==> config.mk <==
export PLATFORM = sky130hd
export DESIGN_NAME = smii_gasket
export DESIGN_NICKNAME = d
export VERILOG_FILES = /design/src/rtl/smii_gasket_pkg.sv /design/src/rtl/smii_gasket_seq.sv /design/src/rtl/smii_gasket_tx_lane.sv /design/src/rtl/smii_gasket_rx_lane.sv /design/src/rtl/smii_gasket.sv
export SDC_FILE = /design/constraint.sdc
export NUM_CORES = 1
export LEC_CHECK = 0
export BUFFER_PORTS_ARGS = -buffer_cell sky130_fd_sc_hd__buf_4
export CAP_MARGIN = 20
export CORE_MARGIN = 3
export CORE_UTILIZATION = 28
export DETAILED_ROUTE_END_ITERATION = 8
export PLACE_DENSITY_LB_ADDON = 0.3
export SYNTH_ARGS = -nofsm -noshare
export SYNTH_HDL_FRONTEND = slang
export SYNTH_SLANG_ARGS = --single-unit
==> constraint.sdc <==
create_clock -name clk -period 4.37 [get_ports clk]
set_input_delay 0.437 -clock clk [delete_from_list [all_inputs] [get_ports clk]]
set_output_delay 0.437 -clock clk [all_outputs]
set_load 0.02 [all_outputs]
==> src/rtl/smii_gasket_pkg.sv <==
package smii_gasket_pkg;
    localparam int SEG_BITS = 10;
    localparam int NIB_W    = 4;

    typedef enum logic [1:0] {
        SQ_IDLE,
        SQ_SYNC,
        SQ_BITS
    } seq_state_e;

    typedef enum logic {
        TXA_LOW,
        TXA_HIGH
    } txa_state_e;

    typedef enum logic {
        RXO_IDLE,
        RXO_HIGH
    } rxo_state_e;
endpackage

==> src/rtl/smii_gasket_seq.sv <==
module smii_gasket_seq
    import smii_gasket_pkg::*;
#(
    parameter int SLOW_REPEAT = 10
) (
    input  logic clk,
    input  logic rst_n,
    input  logic slow_mode,
    output logic sync,
    output logic load_stb,
    output logic seg_end,
    output logic shift_en,
    output logic tx_fresh,
    output logic rx_fresh
);
    localparam int CNT_W = $clog2(SEG_BITS);
    localparam int REP_W = (SLOW_REPEAT > 1) ? $clog2(SLOW_REPEAT) : 1;
    localparam logic [CNT_W-1:0] LAST_BIT = CNT_W'(SEG_BITS - 1);
    localparam logic [REP_W-1:0] LAST_REP = REP_W'(SLOW_REPEAT - 1);

    seq_state_e       state, state_n;
    logic [CNT_W-1:0] bit_cnt, bit_cnt_n;
    logic [REP_W-1:0] tx_rep, rx_rep;

    // next-state logic
    always_comb begin
        state_n   = state;
        bit_cnt_n = bit_cnt;
        unique case (state)
            SQ_IDLE: begin
                state_n   = SQ_SYNC;
                bit_cnt_n = '0;
            end
            SQ_SYNC: begin
                state_n   = SQ_BITS;
                bit_cnt_n = CNT_W'(1);
            end
            SQ_BITS: begin
                if (bit_cnt == LAST_BIT) begin
                    state_n   = SQ_SYNC;
                    bit_cnt_n = '0;
                end else begin
                    bit_cnt_n = bit_cnt + CNT_W'(1);
                end
            end
            default: begin
                state_n   = SQ_IDLE;
                bit_cnt_n = '0;
            end
        endcase
    end

    // state register
    always_ff @(posedge clk) begin
        if (!rst_n) begin
            state   <= SQ_IDLE;
            bit_cnt <= '0;
        end else begin
            state   <= state_n;
            bit_cnt <= bit_cnt_n;
        end
    end

    // outputs
    always_comb begin
        sync     = (state == SQ_SYNC);
        load_stb = (state_n == SQ_SYNC);
        seg_end  = (state == SQ_BITS) && (bit_cnt == LAST_BIT);
        shift_en = (state != SQ_IDLE);
        tx_fresh = !slow_mode || (tx_rep == '0);
        rx_fresh = !slow_mode || (rx_rep == '0);
    end

    // repeat phase counters for 10 Mb/s operation
    always_ff @(posedge clk) begin
        if (!rst_n) begin
            tx_rep <= '0;
            rx_rep <= '0;
        end else begin
            if (load_stb) begin
                tx_rep <= (slow_mode && tx_rep != LAST_REP) ? tx_rep + REP_W'(1) : '0;
            end
            if (seg_end) begin
                rx_rep <= (slow_mode && rx_rep != LAST_REP) ? rx_rep + REP_W'(1) : '0;
            end
        end
    end
endmodule

==> src/rtl/smii_gasket_tx_lane.sv <==
module smii_gasket_tx_lane
    import smii_gasket_pkg::*;
(
    input  logic             clk,
    input  logic             rst_n,
    input  logic             nib_stb,
    input  logic [NIB_W-1:0] nib,
    input  logic             mac_en,
    input  logic             mac_er,
    input  logic             load_stb,
    input  logic             fresh,
    output logic             line
);
    txa_state_e            st, st_n;
    logic                  complete;
    logic                  take;
    logic [NIB_W-1:0]      lo_nib;
    logic                  lo_er;
    logic                  pend_vld;
    logic [SEG_BITS-1:0]   new_seg, pend_seg, hold_seg, shreg, next_seg;

    // nibble assembler transitions
    always_comb begin
        st_n     = st;
        complete = 1'b0;
        unique case (st)
            TXA_LOW: begin
                if (nib_stb) st_n = TXA_HIGH;
            end
            TXA_HIGH: begin
                if (nib_stb) begin
                    st_n     = TXA_LOW;
                    complete = 1'b1;
                end
            end
            default: st_n = TXA_LOW;
        endcase
    end

    always_ff @(posedge clk) begin
        if (!rst_n) st <= TXA_LOW;
        else        st <= st_n;
    end

    // segment layout: [0]=error, [1]=enable, [9:2]=data bits 0..7
    always_comb begin
        new_seg  = {nib, lo_nib, mac_en, mac_er | lo_er};
        take     = load_stb && fresh;
        next_seg = pend_vld ? pend_seg : '0;
        line     = shreg[0];
    end

    always_ff @(posedge clk) begin
        if (!rst_n) begin
            lo_nib   <= '0;
            lo_er    <= 1'b0;
            pend_vld <= 1'b0;
            pend_seg <= '0;
            hold_seg <= '0;
            shreg    <= '0;
        end else begin
            if (st == TXA_LOW && nib_stb) begin
                lo_nib <= nib;
                lo_er  <= mac_er;
            end
            if (take) begin
                hold_seg <= next_seg;
                shreg    <= next_seg;
            end else if (load_stb) begin
                shreg <= hold_seg;
            end else begin
                shreg <= shreg >> 1;
            end
            if (complete) begin
                pend_vld <= 1'b1;
                pend_seg <= new_seg;
            end else if (take) begin
                pend_vld <= 1'b0;
            end
        end
    end
endmodule

==> src/rtl/smii_gasket_rx_lane.sv <==
module smii_gasket_rx_lane
    import smii_gasket_pkg::*;
(
    input  logic             clk,
    input  logic             rst_n,
    input  logic             line,
    input  logic             shift_en,
    input  logic             seg_end,
    input  logic             fresh,
    output logic             crs,
    output logic             dv,
    output logic             nib_vld,
    output logic [NIB_W-1:0] nib
);
    rxo_state_e          st, st_n;
    logic [SEG_BITS-2:0] rx_sh;
    logic [SEG_BITS-1:0] full;
    logic [NIB_W-1:0]    hi_nib;
    logic                accept;

    always_comb begin
        full   = {line, rx_sh};
        accept = seg_end && fresh;
    end

    // presenter transitions
    always_comb begin
        st_n = st;
        unique case (st)
            RXO_IDLE: begin
                if (accept && full[1]) st_n = RXO_HIGH;
            end
            RXO_HIGH: st_n = RXO_IDLE;
            default:  st_n = RXO_IDLE;
        endcase
    end

    always_ff @(posedge clk) begin
        if (!rst_n) st <= RXO_IDLE;
        else        st <= st_n;
    end

    // deserializer and captured flags
    always_ff @(posedge clk) begin
        if (!rst_n) begin
            rx_sh  <= '0;
            crs    <= 1'b0;
            dv     <= 1'b0;
            hi_nib <= '0;
        end else begin
            if (shift_en) rx_sh <= full[SEG_BITS-1:1];
            if (accept) begin
                crs    <= full[0];
                dv     <= full[1];
                hi_nib <= full[9:6];
            end
        end
    end

    // MAC-side nibble outputs
    always_ff @(posedge clk) begin
        if (!rst_n) begin
            nib_vld <= 1'b0;
            nib     <= '0;
        end else begin
            unique case (st)
                RXO_IDLE: begin
                    if (accept && full[1]) begin
                        nib_vld <= 1'b1;
                        nib     <= full[5:2];
                    end else begin
                        nib_vld <= 1'b0;
                    end
                end
                RXO_HIGH: begin
                    nib_vld <= 1'b1;
                    nib     <= hi_nib;
                end
                default: nib_vld <= 1'b0;
            endcase
        end
    end
endmodule

==> src/rtl/smii_gasket.sv <==
module smii_gasket
    import smii_gasket_pkg::*;
#(
    parameter int NUM_PORTS   = 4,
    parameter int SLOW_REPEAT = 10
) (
    input  logic                       clk,
    input  logic                       rst_n,
    input  logic                       slow_mode,
    output logic                       smii_sync,
    input  logic [NUM_PORTS-1:0]       tx_nib_stb,
    input  logic [NUM_PORTS*NIB_W-1:0] tx_nib,
    input  logic [NUM_PORTS-1:0]       tx_en,
    input  logic [NUM_PORTS-1:0]       tx_er,
    output logic [NUM_PORTS-1:0]       smii_tx,
    input  logic [NUM_PORTS-1:0]       smii_rx,
    output logic [NUM_PORTS-1:0]       rx_crs,
    output logic [NUM_PORTS-1:0]       rx_dv,
    output logic [NUM_PORTS-1:0]       rx_nib_vld,
    output logic [NUM_PORTS*NIB_W-1:0] rx_nib
);
    logic load_stb, seg_end, shift_en, tx_fresh, rx_fresh;

    smii_gasket_seq #(
        .SLOW_REPEAT(SLOW_REPEAT)
    ) u_seq (
        .clk      (clk),
        .rst_n    (rst_n),
        .slow_mode(slow_mode),
        .sync     (smii_sync),
        .load_stb (load_stb),
        .seg_end  (seg_end),
        .shift_en (shift_en),
        .tx_fresh (tx_fresh),
        .rx_fresh (rx_fresh)
    );

    for (genvar p = 0; p < NUM_PORTS; p++) begin : g_lane
        smii_gasket_tx_lane u_tx (
            .clk     (clk),
            .rst_n   (rst_n),
            .nib_stb (tx_nib_stb[p]),
            .nib     (tx_nib[p*NIB_W +: NIB_W]),
            .mac_en  (tx_en[p]),
            .mac_er  (tx_er[p]),
            .load_stb(load_stb),
            .fresh   (tx_fresh),
            .line    (smii_tx[p])
        );

        smii_gasket_rx_lane u_rx (
            .clk     (clk),
            .rst_n   (rst_n),
            .line    (smii_rx[p]),
            .shift_en(shift_en),
            .seg_end (seg_end),
            .fresh   (rx_fresh),
            .crs     (rx_crs[p]),
            .dv      (rx_dv[p]),
            .nib_vld (rx_nib_vld[p]),
            .nib     (rx_nib[p*NIB_W +: NIB_W])
        );
    end
endmodule

==> run summary <==
The logs give 0.287 for the starting density of the core and 0 for the cts-stage hold buffer count. Critical path launch point type: a register. TritonCTS built the clock tree.

The floorplan step set the die width to 190 um. The async set or reset register ratio after synthesis is 0, and the number of standard cells in the layout, taps in and fillers out is 1414. The number of core rows is 66, and the number of warnings printed during yosys synthesis is 0. After routing, the total negative slack on setup checks comes to 0 ns. In the synthesized netlist the dominant register cell turns out to be sky130_fd_sc_hd__dfxtp_1. After global routing the overflow that remains totals 0.

The sequential share of the synthesized area came out at 0.522. The capturing element type of the critical path is a register. The overall die height was 190 um. The run finished with clean final reports.

The tools report the half-perimeter wire length after detailed placement as 12800 um. The run gives 0.110 as the total routing resource utilization after global routing. The kind of critical path was register to register. The first detailed-routing pass took 4 iterations. Derived from the worst setup path, the maximum achievable clock frequency is 0.364 GHz. Port buffering added 67 buffers. Number of global-route vias before repair: 6430. Clock network latency to the later pin of the worst-skew pair: 0.52 ns. The routed design could run at a clock period as short as 2.75 ns. The min-delay analysis places its worst path in the category primary input to register. The logs give 49 for the number of distinct library cell variants in the gate-level netlist after synthesis and 3.16 ns for the data arrival time of the critical path.

Cell area after synthesis: 9440 um^2. The area of the placeable core came out at 32900 um^2. In the routed design, unresolved DRC markers number 0.

In the detailed route, the total length drawn on met2 is 8860 um. After detailed routing, the number of vias per cell comes to 4.59. For the placed instance area, the log shows 10200 um^2. Gates resized during post-CTS repair numbered 0. The area of the die is 35900 um^2, and the layout-stage area growth over the synthesis result is 16.9%. The run gives 9860 um as the post-route met1 wirelength. In this run the worst path has a maximum fanout of 40. For the number of nets in the final layout, the log shows 1009. The final hold violation count was 0. The detailed route wirelength on metal3 is 981 um, and the number of buffers created by CTS is 26. The final estimated routing congestion in global placement was 0.701; the fraction of the cycle the final worst path needs was 0.629. 0 antenna diodes ended up in the layout. For this block, the via count after detailed routing is 6495. Setup repair after global routing left no endpoint under its margin.

At the worst endpoint, the required time is 4.78 ns. The first global-routing pass estimated 33200 um of wire. Yosys instantiated no cell more often than sky130_fd_sc_hd__dfxtp_1. In the synthesized netlist, the cells that appear most often are sky130_fd_sc_hd__dfxtp_1 (246), sky130_fd_sc_hd__mux2i_1 (108), sky130_fd_sc_hd__nor2_1 (106), sky130_fd_sc_hd__a21oi_1 (61), sky130_fd_sc_hd__nand2_1 (60). The power per standard cell area is 505 nW/um^2, and the I/O pin total is 68. The number of synthesized register bits works out to 246. The area share of the largest cell type after synthesis was 0.522; the worst setup skew after layout was 0.0122 ns.

Summed over all layers, the routed wires come to 20100 um. The post-synthesis net count is 982. For the pin count of the biggest net entering global routing, the log shows 72. The analysis attributes to cell leakage a power of 4.63 nW. Clock tree root buffer cell: sky130_fd_sc_hd__clkbuf_16. The number of levels in the clock H-tree is 1, and the final non-filler cell area is 11000 um^2. The fraction of layout cells with a size suffix above 1 was 0.167. The number of DRC markers in iteration 0 is 397. Once the clock tree was built, the setup fixing pass inserted 0 buffers.

After clock tree synthesis, the clock-pin slew on the worst setup and hold paths is 0.06 ns. The final worst setup slack is 1.62 ns. By area the synthesized netlist is led by sky130_fd_sc_hd__dfxtp_1 (52%), sky130_fd_sc_hd__mux2i_1 (11%), sky130_fd_sc_hd__nor2_1 (4.2%), sky130_fd_sc_hd__a221o_1 (3.9%), sky130_fd_sc_hd__a21oi_1 (3.2%). The tools report the number of antenna violations at the first check in global routing as 0. The tree built by TritonCTS fans out to 246 sinks. The number of placed instances, taps included, is 1368. Counting every instance in the synthesized netlist gives 927. The run gives 0.317 mV as the worst-case vdd ir drop.

Hold is met by 0.159 ns. Setup violations remaining at the end of the flow were counted as 0. The number of enable-type register cells in the synthesized netlist came out at 0.

The uppermost signal routing layer after detailed routing is met4. The headroom to the max-slew limit was 0.296; the detail-routed net length per standard cell was 14.2 um. The biggest area contributor in the post-synthesis netlist is sky130_fd_sc_hd__dfxtp_1.

The core utilization of the finished layout is 0.336, and the maximum buffer depth of the clock tree is 3. The power consumption was 5.57 mW. The count of nets left with antenna violations once routing finished came out at 0. Max-cap violations in this run came to 0. After synthesis, the mean cell area works out to 10.2 um^2. The transition at the pin with the smallest max-transition slack was 1.06 ns. The tools report the final max-slew violation count as 0. OpenSTA, run right after detailed placement, puts the worst setup slack at 1.61 ns.
-- sequential cells by signal (all words and copies together) (netlist names), 16 cells and up --
signal and count:
g_lane.u_rx.hi_nib 16, g_lane.u_rx.nib 16, g_lane.u_rx.rx_sh 36, g_lane.u_tx.hold_seg 40, g_lane.u_tx.lo_nib 16, g_lane.u_tx.pend_seg 40, g_lane.u_tx.shreg 40
-- cells by family (layout without fill, tap and decap cells) --
kind of cell,after synthesis,count (layout),synth area share
XOR/XNOR,2,2,0.00186
multiplexers,108,108,0.115
buffers and inverters,98,143,0.0518
flip-flops,246,246,0.522
adder cells (fa/ha/maj),20,20,0.0265
AND/OR/NAND/NOR,265,265,0.141
AO/OA/AOI/OAI,188,188,0.143
-- report_power, final --
part           internal, mW  total [mW]  switching, mW
Clock                  1.26        2.13          0.870
Combinational         0.297        1.05          0.752
Sequential             2.32        2.39         0.0691
Total                  3.88        5.57           1.69
-- routing by layer --
layer,vias to the layer above,GRT usage
li1,3306,-
met1,3055,0.153
met2,110,0.177
met3,24,0.0228
met4,0,0.0225
met5,-,0
-- path summary, 6_finish.rpt --
| path | slack [ns] | cells after the start | end | from |
|---|---|---|---|---|
| setup / recovery | 1.62 | 7 | g_lane[1].u_tx.shreg[2] | u_seq.state[0] |
| hold / removal | 0.16 | 3 | g_lane[0].u_tx.pend_seg[1] | tx_en[0] |
| setup reg to reg | 1.62 | 7 | g_lane[1].u_tx.shreg[2] | u_seq.state[0] |
| hold reg to reg | 0.42 | 1 | g_lane[2].u_rx.st | g_lane[2].u_rx.st |
-- placed cells by master, fill, tap and decap left out, types with 3 or more instances in the layout --
master,instances
sky130_fd_sc_hd__nand4_1,3
sky130_fd_sc_hd__clkbuf_1,6
sky130_fd_sc_hd__clkinv_2,3
sky130_fd_sc_hd__nor2_1,106
sky130_fd_sc_hd__a21oi_1,60
sky130_fd_sc_hd__inv_1,17
sky130_fd_sc_hd__a21o_1,32
sky130_fd_sc_hd__o211ai_2,4
sky130_fd_sc_hd__nor3_1,9
sky130_fd_sc_hd__a221o_1,36
sky130_fd_sc_hd__ha_1,19
sky130_fd_sc_hd__nand3_1,39
sky130_fd_sc_hd__clkbuf_16,27
sky130_fd_sc_hd__nand2_1,60
sky130_fd_sc_hd__and2_1,5
sky130_fd_sc_hd__mux2i_1,108
sky130_fd_sc_hd__nor3_2,26
sky130_fd_sc_hd__o21ai_0,29
sky130_fd_sc_hd__a32o_1,8
sky130_fd_sc_hd__buf_4,77
sky130_fd_sc_hd__clkbuf_8,8
sky130_fd_sc_hd__a22o_1,5
sky130_fd_sc_hd__dfxtp_1,246
-- critical path, cell delays in order, from the launching register on --
cell                      delay [ns]
sky130_fd_sc_hd__dfxtp_1        0.46
sky130_fd_sc_hd__inv_1          0.11
sky130_fd_sc_hd__ha_2           0.21
sky130_fd_sc_hd__buf_4          0.31
sky130_fd_sc_hd__o31ai_4        0.38
sky130_fd_sc_hd__buf_4          0.56
sky130_fd_sc_hd__nor3_4         0.17
sky130_fd_sc_hd__a221o_1        0.39
-- layout make-up --
type / instances / area, um^2
Sequential cell: 246 / 4920
Multi-Input combinational cell: 583 / 4040
Timing Repair Buffer: 78 / 593
Inverter: 19 / 73.8
Clock inverter: 5 / 31.3
Clock buffer: 41 / 808
Fill cell: 3438 / 21800
Tap cell: 442 / 553
No activity file was read; power rests on OpenSTA's default activity.
